<file path="src/rtl/cscirq_pkg.sv">
package cscirq_pkg;
   localparam int unsigned REG_W   = 8;
   localparam int unsigned NUM_STS = 5;
   localparam int unsigned STS_LSB = 3;

   localparam int unsigned F_IOCHK = 7;
   localparam int unsigned F_STCHG = 6;
   localparam int unsigned F_ERR   = 5;
   localparam int unsigned F_PROG  = 4;
   localparam int unsigned F_ILOCK = 3;
   localparam int unsigned F_STOP  = 2;

   localparam int unsigned A_FLAGS = 0;
   localparam int unsigned A_ENA   = 1;
   localparam int unsigned A_MASK  = 2;
   localparam int unsigned A_LATCH = 3;

   localparam logic [REG_W-1:0] FLAG_KEEP   = 8'hFC;
   localparam logic [REG_W-1:0] ENA_KEEP    = 8'h7B;
   localparam logic [REG_W-1:0] STS_KEEP    = 8'hF8;
   localparam logic [REG_W-1:0] IRQ_SOURCES = 8'h78;

   typedef enum logic [1:0] {
      PIN_HIZ      = 2'd0,
      PIN_OD_LOW   = 2'd1,
      PIN_DRV_LOW  = 2'd2,
      PIN_DRV_HIGH = 2'd3
   } pin_mode_e;

   typedef enum logic [1:0] {
      WQ_NONE  = 2'd0,
      WQ_CLEAR = 2'd1,
      WQ_SET   = 2'd2,
      WQ_LOAD  = 2'd3
   } wqual_e;
endpackage

</file>
<file path="src/rtl/cscirq_sync_edge.sv">
module cscirq_sync_edge #(
   parameter int unsigned WIDTH  = 5,
   parameter int unsigned STAGES = 2
) (
   input  logic             clk,
   input  logic             rst_n,
   input  logic [WIDTH-1:0] raw_i,
   output logic [WIDTH-1:0] chg_o
);
   if (STAGES < 2) begin : g_bad_stages
      $error("cscirq_sync_edge: STAGES must be at least 2");
   end
   if (WIDTH < 1) begin : g_bad_width
      $error("cscirq_sync_edge: WIDTH must be at least 1");
   end

   for (genvar b = 0; b < WIDTH; b++) begin : g_bit
      logic [STAGES-1:0] shreg;
      logic              prev_q;

      always_ff @(posedge clk or negedge rst_n) begin
         if (!rst_n) begin
            shreg  <= '0;
            prev_q <= 1'b0;
         end else begin
            shreg  <= {shreg[STAGES-2:0], raw_i[b]};
            prev_q <= shreg[STAGES-1];
         end
      end

      assign chg_o[b] = shreg[STAGES-1] ^ prev_q;
   end
endmodule

</file>
<file path="src/rtl/cscirq_flag_reg.sv">
module cscirq_flag_reg
   import cscirq_pkg::*;
#(
   parameter int unsigned     W    = 8,
   parameter logic [W-1:0]    KEEP = 8'hFC
) (
   input  logic         clk,
   input  logic         rst_n,
   input  logic         wr_en_i,
   input  logic [W-1:0] wdata_i,
   input  logic [W-1:0] set_i,
   output logic [W-1:0] q_o
);
   if (W < 3) begin : g_bad_w
      $error("cscirq_flag_reg: W must leave room for the qualifier bits");
   end

   wqual_e       qual;
   logic [W-1:0] sw_next;
   logic [W-1:0] q_d;

   assign qual = wqual_e'(wdata_i[1:0]);

   always_comb begin
      sw_next = q_o;
      if (wr_en_i) begin
         unique case (qual)
            WQ_CLEAR: sw_next = q_o & ~wdata_i;
            WQ_SET:   sw_next = q_o | wdata_i;
            WQ_LOAD:  sw_next = wdata_i;
            default:  sw_next = q_o;
         endcase
      end
      q_d = (sw_next | set_i) & KEEP;
   end

   always_ff @(posedge clk or negedge rst_n) begin
      if (!rst_n) q_o <= '0;
      else        q_o <= q_d;
   end

   for (genvar i = 0; i < W; i++) begin : g_chk
      if (KEEP[i]) begin : g_live

         hw_set_lands_chk: assert property (@(posedge clk) disable iff (!rst_n)
            set_i[i] |=> q_o[i]);

         sw_clear_lands_chk: assert property (@(posedge clk) disable iff (!rst_n)
            (wr_en_i && qual == WQ_CLEAR && wdata_i[i] && !set_i[i]) |=> !q_o[i]);

         sw_set_lands_chk: assert property (@(posedge clk) disable iff (!rst_n)
            (wr_en_i && qual == WQ_SET && wdata_i[i]) |=> q_o[i]);
      end
   end
endmodule

</file>
<file path="src/rtl/cscirq_w1c_reg.sv">
module cscirq_w1c_reg #(
   parameter int unsigned  W    = 8,
   parameter logic [W-1:0] KEEP = 8'hF8
) (
   input  logic         clk,
   input  logic         rst_n,
   input  logic         wr_en_i,
   input  logic [W-1:0] wdata_i,
   input  logic [W-1:0] set_i,
   output logic [W-1:0] q_o
);
   logic [W-1:0] clr;
   assign clr = wr_en_i ? wdata_i : '0;

   always_ff @(posedge clk or negedge rst_n) begin
      if (!rst_n) q_o <= '0;
      else        q_o <= ((q_o & ~clr) | set_i) & KEEP;
   end

   for (genvar i = 0; i < W; i++) begin : g_chk
      if (KEEP[i]) begin : g_live

         w1c_clear_chk: assert property (@(posedge clk) disable iff (!rst_n)
            (wr_en_i && wdata_i[i] && !set_i[i]) |=> !q_o[i]);

         w1c_hold_chk: assert property (@(posedge clk) disable iff (!rst_n)
            (q_o[i] && !(wr_en_i && wdata_i[i])) |=> q_o[i]);
      end
   end
endmodule

</file>
<file path="src/rtl/cscirq_pin_drive.sv">
module cscirq_pin_drive
   import cscirq_pkg::*;
#(
   parameter bit REG_OUT = 1'b0
) (
   input  logic      clk,
   input  logic      rst_n,
   input  logic      irq_i,
   input  pin_mode_e mode_i,
   output logic      oe_o,
   output logic      lvl_o
);
   logic oe_c;
   logic lvl_c;

   always_comb begin
      unique case (mode_i)
         PIN_HIZ:      begin oe_c = 1'b0;  lvl_c = 1'b0;   end
         PIN_OD_LOW:   begin oe_c = irq_i; lvl_c = 1'b0;   end
         PIN_DRV_LOW:  begin oe_c = 1'b1;  lvl_c = ~irq_i; end
         default:      begin oe_c = 1'b1;  lvl_c = irq_i;  end
      endcase
   end

   if (REG_OUT) begin : g_reg
      always_ff @(posedge clk or negedge rst_n) begin
         if (!rst_n) begin
            oe_o  <= 1'b0;
            lvl_o <= 1'b0;
         end else begin
            oe_o  <= oe_c;
            lvl_o <= lvl_c;
         end
      end

      hiz_idle_reg_chk: assert property (@(posedge clk) disable iff (!rst_n)
         (mode_i == PIN_HIZ) |=> !oe_o);
   end else begin : g_comb
      assign oe_o  = oe_c;
      assign lvl_o = lvl_c;

      hiz_idle_chk: assert property (@(posedge clk) disable iff (!rst_n)
         (mode_i == PIN_HIZ) |-> !oe_o);

      od_release_chk: assert property (@(posedge clk) disable iff (!rst_n)
         (mode_i == PIN_OD_LOW && !irq_i) |-> !oe_o);
   end
endmodule

</file>
<file path="src/rtl/cscirq_top.sv">
module cscirq_top
   import cscirq_pkg::*;
#(
   parameter int unsigned ADDR_W      = 2,
   parameter int unsigned SYNC_STAGES = 2,
   parameter bit          PIN_REG_OUT = 1'b0
) (
   input  logic              clk,
   input  logic              rst_n,
   input  logic              reg_wr_en,
   input  logic [ADDR_W-1:0] reg_addr,
   input  logic [7:0]        reg_wdata,
   output logic [7:0]        reg_rdata,
   input  logic [4:0]        card_sts_i,
   input  logic              ev_iochk_i,
   input  logic              ev_err_i,
   input  logic              ev_prog_i,
   input  logic              ev_ilock_i,
   input  logic              ev_stop_i,
   output logic              irq_oe_o,
   output logic              irq_lvl_o
);
   if (ADDR_W < 2) begin : g_bad_addr
      $error("cscirq_top: ADDR_W must reach four registers");
   end
   if (STS_LSB + NUM_STS != REG_W) begin : g_bad_layout
      $error("cscirq_top: status sources must fill the top of the byte");
   end

   logic              sel_flags, sel_ena, sel_mask, sel_latch;
   logic [NUM_STS-1:0] sts_chg;
   logic [NUM_STS-1:0] unmasked_chg;
   logic [REG_W-1:0]  flags_q, ena_q, mask_q, latch_q;
   logic [REG_W-1:0]  flag_set, latch_set;
   logic              irq_active;

   assign sel_flags = reg_wr_en && (reg_addr == ADDR_W'(A_FLAGS));
   assign sel_ena   = reg_wr_en && (reg_addr == ADDR_W'(A_ENA));
   assign sel_mask  = reg_wr_en && (reg_addr == ADDR_W'(A_MASK));
   assign sel_latch = reg_wr_en && (reg_addr == ADDR_W'(A_LATCH));

   cscirq_sync_edge #(
      .WIDTH  (NUM_STS),
      .STAGES (SYNC_STAGES)
   ) u_sync (
      .clk   (clk),
      .rst_n (rst_n),
      .raw_i (card_sts_i),
      .chg_o (sts_chg)
   );

   assign unmasked_chg = sts_chg & ~mask_q[REG_W-1:STS_LSB];

   always_comb begin
      flag_set          = '0;
      flag_set[F_IOCHK] = ev_iochk_i;
      flag_set[F_STCHG] = |unmasked_chg;
      flag_set[F_ERR]   = ev_err_i;
      flag_set[F_PROG]  = ev_prog_i;
      flag_set[F_ILOCK] = ev_ilock_i;
      flag_set[F_STOP]  = ev_stop_i;
      latch_set         = {sts_chg, {STS_LSB{1'b0}}};
   end

   cscirq_flag_reg #(
      .W    (REG_W),
      .KEEP (FLAG_KEEP)
   ) u_flags (
      .clk     (clk),
      .rst_n   (rst_n),
      .wr_en_i (sel_flags),
      .wdata_i (reg_wdata),
      .set_i   (flag_set),
      .q_o     (flags_q)
   );

   cscirq_w1c_reg #(
      .W    (REG_W),
      .KEEP (STS_KEEP)
   ) u_latch (
      .clk     (clk),
      .rst_n   (rst_n),
      .wr_en_i (sel_latch),
      .wdata_i (reg_wdata),
      .set_i   (latch_set),
      .q_o     (latch_q)
   );

   always_ff @(posedge clk or negedge rst_n) begin
      if (!rst_n) begin
         ena_q  <= '0;
         mask_q <= '0;
      end else begin
         if (sel_ena)  ena_q  <= reg_wdata & ENA_KEEP;
         if (sel_mask) mask_q <= reg_wdata & STS_KEEP;
      end
   end

   assign irq_active = |(flags_q & ena_q & IRQ_SOURCES);

   cscirq_pin_drive #(
      .REG_OUT (PIN_REG_OUT)
   ) u_pin (
      .clk    (clk),
      .rst_n  (rst_n),
      .irq_i  (irq_active),
      .mode_i (pin_mode_e'(ena_q[1:0])),
      .oe_o   (irq_oe_o),
      .lvl_o  (irq_lvl_o)
   );

   always_comb begin
      unique case (reg_addr)
         ADDR_W'(A_FLAGS): reg_rdata = flags_q;
         ADDR_W'(A_ENA):   reg_rdata = ena_q;
         ADDR_W'(A_MASK):  reg_rdata = mask_q;
         ADDR_W'(A_LATCH): reg_rdata = latch_q;
         default:          reg_rdata = '0;
      endcase
   end

   for (genvar s = 0; s < NUM_STS; s++) begin : g_src_chk

      latch_from_edge_chk: assert property (@(posedge clk) disable iff (!rst_n)
         $rose(latch_q[STS_LSB+s]) |-> $past(sts_chg[s]));
   end


   stchg_cause_chk: assert property (@(posedge clk) disable iff (!rst_n)
      $rose(flags_q[F_STCHG]) |->
         ($past(|unmasked_chg) || $past(sel_flags && reg_wdata[F_STCHG] && reg_wdata[1])));


   ena_reserved_chk: assert property (@(posedge clk) disable iff (!rst_n)
      (ena_q[7] == 1'b0) && (ena_q[2] == 1'b0));
endmodule

</file>
<file path="config.mk">
export PLATFORM = sky130hd
export DESIGN_NAME = cscirq_top
export DESIGN_NICKNAME = d
export VERILOG_FILES = /design/src/rtl/cscirq_pkg.sv /design/src/rtl/cscirq_sync_edge.sv /design/src/rtl/cscirq_flag_reg.sv /design/src/rtl/cscirq_w1c_reg.sv /design/src/rtl/cscirq_pin_drive.sv /design/src/rtl/cscirq_top.sv
export SDC_FILE = /design/constraint.sdc
export NUM_CORES = 1
export LEC_CHECK = 0
export ABC_AREA = 1
export BUFFER_PORTS_ARGS = -buffer_cell sky130_fd_sc_hd__buf_2
export CORE_MARGIN = 3
export CORE_UTILIZATION = 35
export CTS_CLUSTER_DIAMETER = 30
export DETAILED_ROUTE_END_ITERATION = 7
export SKIP_CTS_REPAIR_TIMING = 1
export SYNTH_ARGS = -nofsm -noshare
export SYNTH_HDL_FRONTEND = slang
export SYNTH_SLANG_ARGS = --single-unit
</file>
<file path="constraint.sdc">
create_clock -name clk -period 3.1 [get_ports clk]
set_input_delay 0.465 -clock clk [delete_from_list [all_inputs] [get_ports clk]]
set_output_delay 0.465 -clock clk [all_outputs]
set_load 0.1 [all_outputs]
</file>
* Word level (Yosys, flattened, before mapping)
Cells that the tools add are included.
W data, S select, Z words.
** Storage, ports and cells
- Input port bits :: 23
- Word-level logic and storage cells :: 53
- Register bits :: 37
** Cells by class
- Multiplexer cells :: 6
- Eq/ne operators :: 8
- Bitwise logic cells :: 16
- Reduce and logical (&&, ||, !) cells :: 9
** Operators with widths (count)
- $pmux W8 S4 :: 1
- $or A8 B8 Y8 :: 3
- $pmux W8 S3 :: 1
- $and A8 B8 Y8 :: 2
- $mux W8 :: 2
- $not A8 Y8 :: 2
- $eq A2 B2 Y1 const B :: 5
- $and A7 B7 Y7 :: 1
- $eq A2 B1 Y1 const B :: 3
- $and A5 B5 Y5 :: 1
- $not A5 Y5 :: 1
- $reduce_or A5 Y1 :: 1
- $xor A1 B1 Y1 :: 5
- $logic_and A1 B1 Y1 :: 4
- $logic_not A2 Y1 :: 2
- $pmux W1 S2 :: 2
- $reduce_or A4 Y1 :: 1
- $reduce_or A2 Y1 :: 1
- $not A1 Y1 :: 1

* Longest topological paths before layout
- Word-level depth :: 6
- Depth in mapped cells :: 6
- Depth with buffers taken out :: 6

* Cells and area by module
Synthesis repeated with hierarchy kept, for this count alone.
** Unflattened totals
- Cell total of the unflattened synthesis :: 258
- Area total of the unflattened synthesis :: 1844.3 um^2
** By module, submodules not included
- cscirq_top :: sequential area each 275.3 um^2, times used 1, cells an instance 117, area each 725.7 um^2
- cscirq_sync_edge :: sequential area each 375.4 um^2, times used 1, cells an instance 40, area each 469.2 um^2
- cscirq_flag_reg :: sequential area each 150.1 um^2, times used 1, cells an instance 66, area each 394.1 um^2
- cscirq_w1c_reg :: sequential area each 125.1 um^2, times used 1, cells an instance 29, area each 226.5 um^2
- cscirq_pin_drive :: sequential area each 0.0 um^2, times used 1, cells an instance 6, area each 28.8 um^2

* Worst setup path before layout
No wires, ideal clock.
- Kind :: register to output
- Start point :: register ena_q[5]
- End point :: output port irq_lvl_o
- Cell stages (with the launch flop) :: 5
- Required time :: 2.635 ns
- Arrival time :: 2.598 ns
- Path slack :: 0.037 ns
- Path through :: dfrtp_1 nand2_1 nand2_1 nor2_1 o21ai_0
** Between the ends
- Word-level cells in the longest chain between the ends :: 4
** Ends and longest elaborated chain
- start: declaration :: RTL line cscirq_top.sv:33 : logic [REG_W-1:0] flags_q, ena_q, mask_q, latch_q;
- start signal: assignment :: RTL line cscirq_top.sv:94 : if (sel_ena) ena_q <= reg_wdata & ENA_KEEP;
- $and A7 B7 Y7 * :: RTL line cscirq_top.sv:99 : assign irq_active = |(flags_q & ena_q & IRQ_SOURCES);
- $reduce_or A4 Y1 * :: RTL line cscirq_top.sv:99
- $not A1 Y1 :: RTL line cscirq_pin_drive.sv:20 : PIN_DRV_LOW: begin oe_c = 1'b1; lvl_c = ~irq_i; end
- $pmux W1 S2 * :: RTL line cscirq_pin_drive.sv:17 : unique case (mode_i)
- end: declaration :: RTL line cscirq_top.sv:21 : output logic irq_lvl_o
Every way passes the cells marked *; elsewhere a longest branch is shown, timed or not.

* Worst setup path after layout
- Start point :: input port reg_addr[0]
- End point :: output port reg_rdata[3]
** Between the ends
- Word-level cells in the longest chain between the ends :: 2
- Elaborated cells on any way between the ends :: 5
- Those cells by class :: 3 x eq/ne; 1 x mux; 1 x reduce/logical
** Ends and longest elaborated chain
- start: declaration :: RTL line cscirq_top.sv:11 : input logic [ADDR_W-1:0] reg_addr,
- $eq A2 B2 Y1, or another cell as far along :: RTL line cscirq_top.sv:113 : unique case (reg_addr)
- $pmux W8 S4 * :: RTL line cscirq_top.sv:113
- end: declaration :: RTL line cscirq_top.sv:13 : output logic [7:0] reg_rdata,
Marked as above.

==> qor.yml <==
cts:
  cts_buffers: 5
  clk_latency_ns: 0.29
  cts_tree: "done"
  root_buffer: "clkbuf_8"
  clk_pin_slew_ns: 0.07
  cts.sink_count: 37
  htree_levels: 2
  cts.path.max_buffers: 2
timing:
  post-route-period-util_pct: 66.7
  clock-skew-final_ns: 0.00201
  fin_setup_tns_ns: 0
  timing.hold.ws_ns: 0.266
  hold_viol: 0
  rsz0062_at_grt: "no"
  slew_headroom_pct: 45.8
  setup_viol: 0
  slew_viol_final: 0
  clock.fmax_mhz: 483
  worstMarginPinSlew_ns: 0.813
  period_needed_ns: 2.07
global_route:
  grt_start_max_net_pins: 38
  grt_use_total_pct: 13.9
  grt_pass1_wl_mm: 5.72
  grt-ovfl-total: 0
  grt_pass1_vias: 1200
  grt_antenna_before_repair: 0
power:
  p_int_uw: 841
  leakagePower_uw: 0.000975
  power-per-cell-area_nw_per_um2: 636
  swShare_pct: 32.3
  switching_power_uw: 402
  combPwrFrac_pct: 22.1
  ir_drop_v: 0.000249
  p_seq_share_pct: 43.5
  p_clk_share_pct: 34.4
floorplan:
  ioPinCount: 33
  dieHeight_um: 74.3
  initial_core_util_pct: 36.7
  dieArea_um2: 5520
  num_rows: 24
  dieWidth_um: 74.3
  core_area_um2: 4440
place:
  place_hpwl_mm: 2.61
  port_buffers: 32
  dp.cells: 271
  place.gp.congestion: 0.755
finish:
  regArea_um2: 926
  syn2layout_area_growth_pct: 19.8
  n_antenna_cell: 0
  multi_input_area_um2: 592
  fillers: 437
  nets: 249
  drive_gt1_share_pct: 21.6
  fin_cells: 279
synth:
  ys_types: 21
  netlist_instances: 190
  synth_top_family_by_area: "simple AND/OR/NAND/NOR gates"
  synthXorXnorAreaFrac_pct: 0
  synth_nets: 213
  syn_avg_cell_area_um2: 8.59
  synth_compound_area_share_pct: 9.96
  synth.area.mux_share_pct: 0
  synth_seq_area_share_pct: 56.7
  synth-simple-area-share_pct: 26.3
  ys_seq_elements: 37
  syn_area_um2: 1630
  synthAdderAreaFrac_pct: 0
  yosysWarnings: 0
hold_path:
  hold_path_class: "primary input to asynchronous set/reset pin"
routing:
  drt_wl_total_mm: 3.57
  drc_errors: 0
  drt_iter0_markers: 74
  drt_first_pass_iters: 4
  ant_nets: 0
  vias: 1334
  wl_per_cell_um: 12.8
  via_per_inst: 4.78
setup_path:
  required_ns: 2.63
  cp-end-kind: "primary output"
  critPathArrivalTime_ns: 1.60
  path_class: "primary input to primary output"
  cp_max_fo: 5
  cp-start-kind: "primary input"
flow_run:
  timing.max_cap.violations: 0
status:
  outcome: "complete, no violations"
## stage by stage
step / worst slack [ns] / util (%) / area (um2) / total power (uW)
2_1_floorplan: 0.0368 / - / 1630 / 761
3_3_place_gp: 1.05 / 41.4 / 1840 / 824
3_5_place_dp: 1.05 / 41.4 / 1840 / 827
6_report: 1.03 / 44.0 / 1960 / 1240
5_1_grt: 0.866 / 44.0 / 1960 / 1300
4_1_cts: 1.03 / 44.0 / 1960 / 1260
## path summary, 6_finish.rpt
check                      slack, ns                                 end                          startpoint  cells after the start
max                             1.03                        reg_rdata[3]                         reg_addr[0]                      5
max reg2reg                     2.03            u_flags.q_o[6]$_DFF_PN0_  u_sync.g_bit[1].shreg[1]$_DFF_PN0_                      5
min in group clk                0.28  u_sync.g_bit[3].shreg[0]$_DFF_PN0_                       card_sts_i[3]                      1
min reg2reg                     0.35  u_sync.g_bit[3].shreg[1]$_DFF_PN0_  u_sync.g_bit[3].shreg[0]$_DFF_PN0_                      0
max in group asynchronous       2.32                ena_q[5]$_DFFE_PN0P_                               rst_n                      1
min                             0.27  u_sync.g_bit[1].shreg[0]$_DFF_PN0_                               rst_n                      1
## flip-flops by register name (all words and copies together), names as in the netlist
name and flops:
u_flags.q_o 6, ena_q 6, u_sync.g_bit.shreg 10, mask_q 5
u_latch.q_o 5, u_sync.g_bit.prev_q 5
## power groups by stage
stage	combinational, uW	sequential, uW	clock [uW]
floorplan	217	544	0
global placement	276	548	0
detailed placement	277	550	0
CTS	278	541	439
global route	298	546	455
finish	275	540	428
## kinds of logic after synthesis
kind of cell           Yosys count
buffers and inverters           28
AO/OA/AOI/OAI                   29
AND/OR/NAND/NOR                 96
flip-flops                      37
## worst max-delay path, stage by stage
cell	delay (ns)
buf_2	0.12
inv_2	0.10
nand2_1	0.17
o2111ai_1	0.27
buf_2	0.47
## layer usage
| metal | GRT usage (%) | part of all wire, % | wire length [um] | up-vias |
|---|---|---|---|---|
| li1 | - | - | - | 685 |
| met1 | 20.2 | 48 | 1720 | 610 |
| met2 | 20.5 | 45 | 1610 | 37 |
| met3 | 4.19 | 5.9 | 212 | 2 |
| met4 | 3.56 | 0.76 | 27 | 0 |
| met5 | 0 | 0 | 0 | - |
## layout by cell type, fill, tap and decap left out, drive strengths merged
cell     instances
o211ai           1
o21ai           22
o2111ai          4
nand4            6
buf             33
or2              2
nand2           58
dfrtp           37
nand3b           5
nand3            8
a21oi            2
bufinv           1
clkbuf           7
nor2            17
inv             24
## area by class of cell
class / count / area share, %
Tap cell: 52 / 3.32
Inverter: 24 / 4.60
Clock buffer: 7 / 4.41
Clock inverter: 1 / 1.53
Timing Repair Buffer: 33 / 8.57
Sequential cell: 37 / 47.3
Multi-Input combinational cell: 125 / 30.2
## Yosys cell counts
| master | count | area, um2 |
|---|---|---|
| dfrtp_1 | 37 | 926 |
| nand2_2 | 2 | 12.5 |
| buf_6 | 1 | 11.3 |
| inv_1 | 22 | 82.6 |
| nand3b_1 | 5 | 37.5 |
| a21oi_1 | 2 | 10.0 |
| or2_2 | 2 | 12.5 |
| nor2_4 | 1 | 11.3 |
| o2111ai_1 | 4 | 35.0 |
| inv_2 | 2 | 7.51 |
| o21ai_0 | 13 | 65.1 |
| o211ai_1 | 1 | 7.51 |
| nor2_2 | 1 | 6.26 |
| nand2_1 | 56 | 210 |
| buf_2 | 2 | 10.0 |
| o21ai_1 | 9 | 45.0 |
| nand3_2 | 1 | 10.0 |
| nand4_1 | 6 | 37.5 |
| nor2_1 | 15 | 56.3 |
| nand3_1 | 7 | 35.0 |
| buf_1 | 1 | 3.75 |
Power figures use the tool's default switching activity.
